### src/rtl/vws_pkg.sv
package vws_pkg;
  localparam logic [7:0] A_CTRL0     = 8'h00;
  localparam logic [7:0] A_CTRL1     = 8'h04;
  localparam logic [7:0] A_STAT      = 8'h08;
  localparam logic [7:0] A_PEEK      = 8'h0C;
  localparam logic [7:0] A_DATA_END  = 8'h20;
  localparam logic [7:0] A_DATA_HOLD = 8'h30;

  typedef enum logic [1:0] {ENG_IDLE, ENG_SHIFT, ENG_GAP} eng_st_e;

  // bit count of a chunk, clamped to the 32-bit shifter
  function automatic logic [5:0] chunk_len(input logic [31:0] w, input logic var_en,
                                           input logic [5:0] fixed);
    logic [7:0] n;
    n = var_en ? w[31:24] : {2'b00, fixed};
    return (n > 8'd32) ? 6'd32 : n[5:0];
  endfunction

  // place the payload where the shifter expects its first bit
  function automatic logic [31:0] load_word(input logic [31:0] w, input logic var_en,
                                            input logic msb);
    if (!var_en) return w;
    return msb ? {w[23:0], 8'h00} : {8'h00, w[23:0]};
  endfunction

  function automatic logic next_bit(input logic [31:0] sr, input logic msb);
    return msb ? sr[31] : sr[0];
  endfunction

  function automatic logic [31:0] shift_out(input logic [31:0] sr, input logic msb);
    return msb ? {sr[30:0], 1'b0} : {1'b0, sr[31:1]};
  endfunction

  function automatic logic [31:0] shift_in(input logic [31:0] sr, input logic b, input logic msb);
    return msb ? {sr[30:0], b} : {b, sr[31:1]};
  endfunction

  // received bits end up right-aligned in either order
  function automatic logic [31:0] align_rx(input logic [31:0] sr, input logic [5:0] len,
                                           input logic msb);
    if (msb) return sr;
    return sr >> (7'd32 - {1'b0, len});
  endfunction
endpackage

### src/rtl/vws_fifo.sv
module vws_fifo #(
  parameter int W     = 32,
  parameter int DEPTH = 4,
  parameter int LW    = $clog2(DEPTH + 1)
) (
  input  logic          clk,
  input  logic          rst_n,
  input  logic          flush,
  input  logic          push,
  input  logic [W-1:0]  din,
  input  logic          pop,
  output logic [W-1:0]  dout,
  output logic [LW-1:0] level,
  output logic          full,
  output logic          empty
);
  localparam int PW = (DEPTH > 1) ? $clog2(DEPTH) : 1;

  logic [W-1:0]  mem [DEPTH];
  logic [PW-1:0] rp, wp;
  logic [LW-1:0] cnt;
  logic          do_push, do_pop;

  function automatic logic [PW-1:0] inc(input logic [PW-1:0] p);
    return (p == PW'(DEPTH - 1)) ? '0 : p + 1'b1;
  endfunction

  assign full    = (cnt == LW'(DEPTH));
  assign empty   = (cnt == '0);
  assign level   = cnt;
  assign dout    = mem[rp];
  assign do_push = push && !full;
  assign do_pop  = pop && !empty;

  always_ff @(posedge clk)
    if (do_push && !flush) mem[wp] <= din;

  always_ff @(posedge clk or negedge rst_n)
    if (!rst_n) begin
      rp <= '0; wp <= '0; cnt <= '0;
    end else if (flush) begin
      rp <= '0; wp <= '0; cnt <= '0;
    end else begin
      if (do_push) wp <= inc(wp);
      if (do_pop)  rp <= inc(rp);
      cnt <= cnt + LW'(do_push) - LW'(do_pop);
    end
endmodule

### src/rtl/vws_engine.sv
module vws_engine import vws_pkg::*; #(
  parameter int DIV_W = 12
) (
  input  logic             clk,
  input  logic             rst_n,
  input  logic             flush,
  input  logic             en,
  input  logic [DIV_W-1:0] speed,
  input  logic             cpol,
  input  logic             cpha_out,
  input  logic             cpha_in,
  input  logic             msb_out,
  input  logic             msb_in,
  input  logic             var_en,
  input  logic [5:0]       fixed_len,
  input  logic             tx_valid,
  input  logic [31:0]      tx_word,
  input  logic             tx_end,
  input  logic             rx_room,
  output logic             tx_take,
  output logic             rx_push,
  output logic [31:0]      rx_word,
  output logic             active,
  output logic [5:0]       bits_left,
  output logic             edge_lead,
  output logic             edge_trail,
  output logic             sclk,
  output logic             mosi,
  output logic             cs_n,
  input  logic             miso
);
  eng_st_e          st;
  logic [DIV_W-1:0] hcnt;
  logic             half, endf, push_pend, tick;
  logic [1:0]       gcnt;
  logic [31:0]      tsr, rsr, ld;
  logic [5:0]       len, left, ld_len;

  assign tick       = (hcnt == speed);
  assign ld_len     = chunk_len(tx_word, var_en, fixed_len);
  assign ld         = load_word(tx_word, var_en, msb_out);
  assign tx_take    = (st == ENG_IDLE) && en && !flush && tx_valid && rx_room;
  assign edge_lead  = (st == ENG_SHIFT) && tick && !half;
  assign edge_trail = (st == ENG_SHIFT) && tick && half;
  assign rx_push    = push_pend;
  assign rx_word    = align_rx(rsr, len, msb_in);
  assign active     = (st != ENG_IDLE);
  assign bits_left  = left;

  always_ff @(posedge clk or negedge rst_n)
    if (!rst_n) begin
      st <= ENG_IDLE; hcnt <= '0; half <= 1'b0; gcnt <= '0;
      tsr <= '0; rsr <= '0; len <= '0; left <= '0;
      endf <= 1'b0; push_pend <= 1'b0;
      sclk <= 1'b0; mosi <= 1'b0; cs_n <= 1'b1;
    end else begin
      push_pend <= 1'b0;
      if (flush) begin
        st <= ENG_IDLE; hcnt <= '0; half <= 1'b0; left <= '0;
        sclk <= cpol; cs_n <= 1'b1;
      end else begin
        case (st)
          ENG_IDLE: begin
            sclk <= cpol; hcnt <= '0; half <= 1'b0;
            if (tx_take) begin
              len <= ld_len; left <= ld_len; endf <= tx_end;
              rsr <= '0; cs_n <= 1'b0;
              if (!cpha_out) begin
                mosi <= next_bit(ld, msb_out);
                tsr  <= shift_out(ld, msb_out);
              end else begin
                tsr  <= ld;
              end
              if (ld_len == 6'd0) begin
                st <= ENG_GAP; gcnt <= '0; push_pend <= 1'b1;
              end else begin
                st <= ENG_SHIFT;
              end
            end
          end
          ENG_SHIFT: begin
            hcnt <= tick ? '0 : hcnt + 1'b1;
            if (tick) begin
              half <= ~half;
              sclk <= ~sclk;
              if (!half) begin
                if (cpha_out) begin
                  mosi <= next_bit(tsr, msb_out);
                  tsr  <= shift_out(tsr, msb_out);
                end
                if (!cpha_in) rsr <= shift_in(rsr, miso, msb_in);
              end else begin
                if (cpha_in) rsr <= shift_in(rsr, miso, msb_in);
                left <= left - 6'd1;
                if (left == 6'd1) begin
                  st <= ENG_GAP; gcnt <= '0; push_pend <= 1'b1;
                end else if (!cpha_out) begin
                  mosi <= next_bit(tsr, msb_out);
                  tsr  <= shift_out(tsr, msb_out);
                end
              end
            end
          end
          ENG_GAP: begin
            hcnt <= tick ? '0 : hcnt + 1'b1;
            if (tick) begin
              gcnt <= gcnt + 2'd1;
              if (gcnt == 2'd3) begin
                st <= ENG_IDLE;
                if (endf) cs_n <= 1'b1;
              end
            end
          end
          default: st <= ENG_IDLE;
        endcase
      end
    end
endmodule

### src/rtl/vw_spi_master.sv
module vw_spi_master import vws_pkg::*; #(
  parameter int DEPTH = 4,
  parameter int DIV_W = 12
) (
  input  logic        clk,
  input  logic        rst_n,
  input  logic        bus_wr,
  input  logic        bus_rd,
  input  logic [7:0]  bus_addr,
  input  logic [31:0] bus_wdata,
  output logic [31:0] bus_rdata,
  output logic        irq,
  output logic        sclk,
  output logic        mosi,
  output logic        cs_n,
  input  logic        miso
);
  localparam int LW = $clog2(DEPTH + 1);

  logic [31:0]   ctrl0_q, ctrl1_q;
  logic          clr, data_addr, wr_tx, rd_rx;
  logic          tx_full, tx_empty, rx_full, rx_empty, busy;
  logic [LW-1:0] tx_level, rx_level;
  logic [32:0]   tx_head;
  logic [31:0]   rx_head, rx_word;
  logic          tx_take, rx_push, eng_active, edge_lead, edge_trail, cpol_w;
  logic [5:0]    bits_left;

  assign clr       = ctrl0_q[9];
  assign cpol_w    = ctrl0_q[7];
  assign data_addr = (bus_addr == A_DATA_END) || (bus_addr == A_DATA_HOLD);
  assign wr_tx     = bus_wr && data_addr && !clr;
  assign rd_rx     = bus_rd && data_addr;
  assign busy      = !tx_empty || eng_active;
  assign irq       = (ctrl1_q[7] && !busy) || (ctrl1_q[6] && tx_empty);

  always_ff @(posedge clk or negedge rst_n)
    if (!rst_n) begin
      ctrl0_q <= '0;
      ctrl1_q <= '0;
    end else if (bus_wr) begin
      if (bus_addr == A_CTRL0) ctrl0_q <= bus_wdata;
      if (bus_addr == A_CTRL1) ctrl1_q <= bus_wdata & 32'h0000_00C2;
    end

  always_comb begin
    case (bus_addr)
      A_CTRL0:     bus_rdata = ctrl0_q;
      A_CTRL1:     bus_rdata = ctrl1_q;
      A_STAT:      bus_rdata = {8'(tx_level), 8'(rx_level), 5'b0, tx_full, tx_empty,
                                rx_full, rx_empty, busy, bits_left};
      A_PEEK,
      A_DATA_END,
      A_DATA_HOLD: bus_rdata = rx_empty ? 32'h0 : rx_head;
      default:     bus_rdata = 32'h0;
    endcase
  end

  vws_fifo #(.W(33), .DEPTH(DEPTH), .LW(LW)) u_txq (
    .clk(clk), .rst_n(rst_n), .flush(clr),
    .push(wr_tx), .din({bus_addr == A_DATA_END, bus_wdata}),
    .pop(tx_take), .dout(tx_head), .level(tx_level),
    .full(tx_full), .empty(tx_empty));

  vws_fifo #(.W(32), .DEPTH(DEPTH), .LW(LW)) u_rxq (
    .clk(clk), .rst_n(rst_n), .flush(clr),
    .push(rx_push), .din(rx_word),
    .pop(rd_rx), .dout(rx_head), .level(rx_level),
    .full(rx_full), .empty(rx_empty));

  vws_engine #(.DIV_W(DIV_W)) u_eng (
    .clk(clk), .rst_n(rst_n), .flush(clr), .en(ctrl0_q[11]),
    .speed(ctrl0_q[20 +: DIV_W]), .cpol(cpol_w),
    .cpha_out(ctrl0_q[8]), .cpha_in(ctrl0_q[10]),
    .msb_out(ctrl0_q[6]), .msb_in(ctrl1_q[1]),
    .var_en(ctrl0_q[14]), .fixed_len(ctrl0_q[5:0]),
    .tx_valid(!tx_empty), .tx_word(tx_head[31:0]), .tx_end(tx_head[32]),
    .rx_room(!rx_full), .tx_take(tx_take), .rx_push(rx_push), .rx_word(rx_word),
    .active(eng_active), .bits_left(bits_left),
    .edge_lead(edge_lead), .edge_trail(edge_trail),
    .sclk(sclk), .mosi(mosi), .cs_n(cs_n), .miso(miso));
endmodule

### config.mk
export PLATFORM = sky130hd
export DESIGN_NAME = vw_spi_master
export DESIGN_NICKNAME = d
export VERILOG_FILES = /design/src/rtl/vws_pkg.sv /design/src/rtl/vws_fifo.sv /design/src/rtl/vws_engine.sv /design/src/rtl/vw_spi_master.sv
export SDC_FILE = /design/constraint.sdc
export NUM_CORES = 1
export LEC_CHECK = 0
export ABC_AREA = 1
export BUFFER_PORTS_ARGS = -buffer_cell sky130_fd_sc_hd__buf_2
export CORE_ASPECT_RATIO = 2
export CORE_MARGIN = 10
export CORE_UTILIZATION = 45
export DETAILED_ROUTE_END_ITERATION = 8
export GPL_TIMING_DRIVEN = 0
export PLACE_DENSITY = 0.57
export SYNTH_ARGS = -nofsm -noshare
export SYNTH_HDL_FRONTEND = slang
export SYNTH_SLANG_ARGS = --single-unit
### constraint.sdc
create_clock -name clk -period 3.4 [get_ports clk]
set_input_delay 0.51 -clock clk [delete_from_list [all_inputs] [get_ports clk]]
set_output_delay 0.51 -clock clk [all_outputs]
set_load 0.005 [all_outputs]
==> out/metrics.yaml, run 1 <==
die:
  die_area_mm2: 0.0556
  die_height_um: 324
  floorplan.rows: 111
  ios: 81
  fp.coreArea_mm2: 0.0457
  dieWidth_um: 172
  initial_utilization: 0.454
synth:
  synth_flop_cell: "edfxtp_1"
  synth_area_mm2: 0.0207
  synth_seq_area_share: 0.554
  yosys_warnings: 0
  synth_area_leaders: "edfxtp_1 (38%), dfrtp_1 (18%), nand2_1 (10%)"
  async_reset_ff_frac: 0.361
  synth_most_common_cell: "nand2_1"
  synth_top_area_cell: "edfxtp_1"
  syn-instance-count: 2320
  synth_common_cells: "nand2_1 (579), nand3_1 (360), edfxtp_1 (260)"
  synth_nets: 2388
  synth_edf_count: 260
  synthDominantCellAreaShare: 0.377
  synth.distinct_cells: 45
  ys_seq_elements: 407
  syn_avg_cell_area_um2: 8.93
place:
  port-buffer-count: 80
  gp_congestion: 0.995
  dp_hpwl_mm: 65.9
  placedInstanceArea_mm2: 0.0221
worst_setup_path:
  crit_top_cell: "inv_2"
  critical_path.max_stage_delay_ns: 0.56
  cp-startpoint: "u_eng.len[0]"
  end_kind: "register"
  reg2reg_depth: 10
  critPathCapture: "u_rxq.mem[3][31]"
  cp-start-kind: "register"
  cp.arrival_ns: 3.62
  rrSetupSlack_ns: 0.02
  crit_chain: "buf_2 -> inv_2 -> clkbuf_4 -> ha_2 -> nand3_1 -> nand2_2 -> inv_2 -> nor2_4 -> inv_2 -> o22ai_1"
  cp_max_fo: 10
  timing.rr.end: "u_rxq.mem[3][31]"
  rr_startpoint: "u_eng.len[0]"
  cp_slowest_cell: "o22ai_1"
  required_ns: 3.64
  critPathKind: "register to register"
timing:
  clock.fmax_mhz: 296
  holdWs_ns: 0.194
  worstMarginPinSlew_ns: 0.946
  finClkSkew_ns: 0.0192
  grt_setup_unrepaired: "no"
  min_period_over_period: 0.994
  finalSetupViolations: 0
  max_slew_margin: 0.369
  slew_viol_final: 0
  hold_viol_final: 0
  layout_min_cycle_time_ns: 3.38
route:
  drtAntennaViolNets: 0
  detail_route.first_pass.iterations: 6
  drtIter0Drc: 1694
  route.detailed.drc: 0
  wl_per_cell_um: 27.7
  drt_wl_total_mm: 84.2
  via_count: 18100
  vias_per_cell: 5.95
final_layout:
  final_core_util: 0.513
  drive_gt1_frac: 0.119
  multiInputGateArea_mm2: 0.00819
  final_nets: 2517
  n_fill_cell: 4348
  syn2layout_area_growth_pct: 13.1
  antennaDiodeCount: 0
  regArea_mm2: 0.0115
  fin_area_mm2: 0.0235
min_path:
  min_path_type: "input port to register"
  hold_depth: 1
grt:
  grt_use_total: 0.303
  grt_max_degree: 110
  grt_pass1_wl_mm: 120
  antenna_found_initial: 3
  grt_overflow: 0
  grt_pass1_vias: 18400
clock_tree:
  clk-insertion-delay-late_ns: 0.55
  cts_root_buf: "clkbuf_16"
  clockBufferDepth: 3
  cts_setup_buffers: 0
  tritoncts: "done"
  h-tree-depth: 2
  cts_buffers: 37
  cts_sinks: 407
  clk_pin_slew_ns: 0.07
power:
  power_leakage_nw: 9.99
  vdd_drop_max_v: 0.000327
  power.total_mw: 10.2
  power.density_mw_per_mm2: 434
outcome:
  status: "finished, final reports clean"
flow_run:
  drv_cap: 0
## sequential cells by signal (all words and copies together), names as in the netlist, 2 cells and up
| register | cells |
|---|---|
| u_rxq.rp | 2 |
| ctrl0_q | 32 |
| u_eng.gcnt | 2 |
| u_eng.len | 6 |
| u_eng.rsr | 32 |
| u_eng.tsr | 32 |
| u_eng.st | 2 |
| u_txq.mem | 132 |
| ctrl1_q | 3 |
| u_txq.level | 3 |
| u_rxq.mem | 128 |
| u_txq.rp | 2 |
| u_eng.hcnt | 12 |
| u_rxq.wp | 2 |
| u_eng.bits_left | 6 |
| u_txq.wp | 2 |
| u_rxq.level | 3 |
## kinds of logic after synthesis
kind of cell | synth area share
mux | 0.0130
xor+xnor | 0.0101
buf+inv | 0.0563
fa+ha+maj | 0.0146
simple gates | 0.234
compound gates | 0.118
flops | 0.554
## power by group
| part | switching [mW] | internal, mW |
|---|---|---|
| clock network | 1.92 | 2.51 |
| logic | 0.314 | 0.112 |
| registers | 0.0377 | 5.28 |
## worst min-delay path by stage
stage,start,slack (ns),to
global placement,u_eng.gcnt[1],0.46,u_eng.gcnt[1]
detailed placement,rst_n,0.43,ctrl0_q[15]
finish,bus_wdata[17],0.19,u_txq.mem[3][17]
CTS,bus_wdata[17],0.17,u_txq.mem[1][17]
floorplan,rst_n,0.21,ctrl0_q[0]
global route,bus_wdata[13],0.19,u_txq.mem[0][13]
## cells in the final DEF, fill, tap and decap left out, drive strengths merged, types with 11 or more instances in the layout
cell    Yosys  routed
buf        75     164
inv       138     140
edfxtp    260     260
nand3     361     361
a22oi      19      19
nand2     585     585
clkinv      2      11
o211ai     24      24
o21ai     257     257
mux2       24      24
o22ai      51      51
dfrtp     146     146
a21oi      46      46
a22o       21      21
clkbuf     60     107
xnor2      14      14
ha         21      21
nor2      170     170
## metrics by stage
step	worst slack, ns	TNS, ns	std cells
finish	0.0190	0	3043
global route	0.000528	0	3043
CTS	0.00451	0	3043
detailed placement	-0.607	-35.66	2974
global placement	-1.93	-535.10	2965
floorplan	0.302	0	2320
## critical path, delay by kind of cell, from the launching register on
kind | cells | cell delay (ns)
AO/OA/AOI/OAI | 1 | 0.56
flip-flops | 1 | 0.37
buffers and inverters | 5 | 1.10
AND/OR/NAND/NOR | 3 | 0.79
adder cells (fa/ha/maj) | 1 | 0.24
## routing by layer
metal | track usage | vias up | part of all wire
met4 | 0.264 | 6 | 0.10
met1 | 0.260 | 8807 | 0.30
li1 | - | 8286 | -
met3 | 0.0446 | 300 | 0.046
met5 | 0 | - | 0.00039
met2 | 0.582 | 710 | 0.56
## final cells by class
| class | count | area share |
|---|---|---|
| clock buffers | 47 | 0.0447 |
| inverters | 140 | 0.0226 |
| clock inverters | 21 | 0.00960 |
| well taps | 565 | 0.0301 |
| repair buffers | 90 | 0.0259 |
| flip-flops and latches | 407 | 0.490 |
| plain buffers | 135 | 0.0282 |
| multi-input cells | 1638 | 0.349 |
## timing repair
action / in CTS / in global routing
hold endpoints to repair: 38 / 0
resized for setup: 18 / 17
endpoints found under the setup margin: 143 / 103
hold buffers: 1 / 0
Note: power is estimated with default switching activity, not from simulation.
==> inputs of run 2 (changes only) <==
--- a/config.mk
+++ b/config.mk
@@ -10,9 +10,11 @@
 export CORE_ASPECT_RATIO = 2
 export CORE_MARGIN = 10
 export CORE_UTILIZATION = 45
+export CTS_BUF_LIST = sky130_fd_sc_hd__clkbuf_8
 export DETAILED_ROUTE_END_ITERATION = 8
 export GPL_TIMING_DRIVEN = 0
 export PLACE_DENSITY = 0.57
+export SKIP_LAST_GASP = 1
 export SYNTH_ARGS = -nofsm -noshare
 export SYNTH_HDL_FRONTEND = slang
 export SYNTH_SLANG_ARGS = --single-unit
==> out/metrics.yaml, run 2 (synthesized netlist as in run 1, its figures left out) <==
outcome:
  status: "finished, final reports clean"
timing:
  holdWs_ns: 0.0862
  grt_setup_unrepaired: "no"
  min_period_over_period: 0.976
  max_slew_margin: 0.346
  finClkSkew_ns: 0.0242
  tns_ns: 0
  hold_viol_final: 0
  clock.fmax_mhz: 301
  fin_ws_ns: 0.0832
  worstMarginPinSlew_ns: 0.981
  finalSetupViolations: 0
  slew_viol_final: 0
  layout_min_cycle_time_ns: 3.32
route:
  drt_wl_total_mm: 84.5
  detail_route.first_pass.iterations: 6
  route.detailed.drc: 0
  wl_per_cell_um: 27.4
  wl_met2_mm: 46.6
  vias_per_cell: 5.92
  top_layer: "met5"
  drtAntennaViolNets: 0
  via_count: 18200
  drtIter0Drc: 1560
  met3_length_mm: 3.78
  drt-met1-wl_mm: 25.1
final_layout:
  syn2layout_area_growth_pct: 12.7
  final_core_util: 0.511
  reg_top3: "u_txq.mem: 132 flops, u_rxq.mem: 128 flops"
  layoutNonFillerInstCount: 3078
  final_nets: 2534
  layout_commonest_cell: "nand2_1"
  regMostFlops: "u_txq.mem"
  largest_reg_flops: 132
  fin_area_mm2: 0.0234
  drive_gt1_frac: 0.127
  n_fill_cell: 4371
  mostFrequentLayoutCells: "nand2_1 (576), nand3_1 (356), edfxtp_1 (260)"
clock_tree:
  cts_setup_buffers: 0
  h-tree-depth: 2
  tritoncts: "done"
  clk-insertion-delay-late_ns: 0.65
  cts_sinks: 407
  clk_pin_slew_ns: 0.07
  clockBufferDepth: 3
  cts_buffers: 54
  cts_root_buf: "clkbuf_8"
worst_setup_path:
  cp_max_fo: 10
  cp.arrival_ns: 3.66
  end_kind: "register"
  cp-start-kind: "register"
  reg2reg_depth: 11
  critPathKind: "register to register"
  required_ns: 3.74
die:
  floorplan.rows: 111
  initial_utilization: 0.454
  dieWidth_um: 172
  die_height_um: 324
  die_area_mm2: 0.0556
  fp.coreArea_mm2: 0.0457
  ios: 81
grt:
  grt_overflow: 0
  grt_use_total: 0.305
  grt_pass1_wl_mm: 121
  grt_max_degree: 110
  grt_pass1_vias: 18500
  antenna_found_initial: 4
place:
  placedInstanceArea_mm2: 0.0221
  dp_hpwl_mm: 65.9
  port-buffer-count: 80
  place_ws_ns: -0.607
  gp_congestion: 0.995
  placed_cells: 2974
power:
  power.total_mw: 9.72
  vdd_drop_max_v: 0.000251
  power.density_mw_per_mm2: 416
  power_leakage_nw: 9.99
min_path:
  hold_depth: 1
  min_path_type: "input port to register"
flow_run:
  drv_cap: 0
==> run 2: cell types whose count changed in the layout (fill, tap and decap cells not counted), sizes merged <==
cell,previous run,this run
clkbuf,107,117
diode,0,1
clkinvlp,6,8
inv,140,146
bufinv,4,6
clkinv,11,25
==> run 2: cell type report <==
class                   instances  area [µm²]  share of cell area
clock buffers                  57         785              0.0336
plain buffers                 135         673              0.0288
inverters                     140         529              0.0227
repair buffers                 90         608              0.0260
multi-input cells            1638        8190               0.351
clock inverters                45         374              0.0160
well taps                     565         707              0.0303
flip-flops and latches        407       11500               0.492
diodes                          1        2.50            0.000107
==> run 2: worst max-delay path: stages, from the launching register on <==
cell and delay (ns):
dfrtp_1 0.33, buf_2 0.30, inv_2 0.17, clkbuf_4 0.24, ha_2 0.24, xnor2_2 0.36
inv_2 0.11, clkbuf_2 0.31, nand3_1 0.22, nand3_1 0.20, nand3_1 0.28, nand3_1 0.23
==> run 2: timing repair <==
item	CTS	global route
hold buffers	1	0
setup endpoints to repair	155	99
gates resized for setup	19	25
endpoints found under the hold margin	38	0
==> run 2: per-layer routing <==
metal / global-route usage / up-vias
li1: - / 8336
met2: 0.584 / 704
met3: 0.0483 / 308
met1: 0.260 / 8877
met5: 0 / -
met4: 0.269 / 6
==> run 2: power by group <==
part | switching (mW) | internal, mW | total (mW)
logic | 0.314 | 0.112 | 0.426
registers | 0.0379 | 5.28 | 5.32
clock network | 1.94 | 2.04 | 3.98
total | 2.30 | 7.43 | 9.72
==> run 2: path summary, 6_finish.rpt <==
path	startpoint	slack, ns	to
min reg2reg	u_eng.sclk	0.50	u_eng.sclk
min	bus_wdata[10]	0.09	u_txq.mem[2][10]
max in group asynchronous	rst_n	2.10	u_eng.rsr[2]
max	u_eng.len[0]	0.08	u_rxq.mem[3][4]
max reg2reg	u_eng.len[0]	0.08	u_rxq.mem[3][4]
min in group asynchronous	rst_n	0.34	ctrl0_q[15]
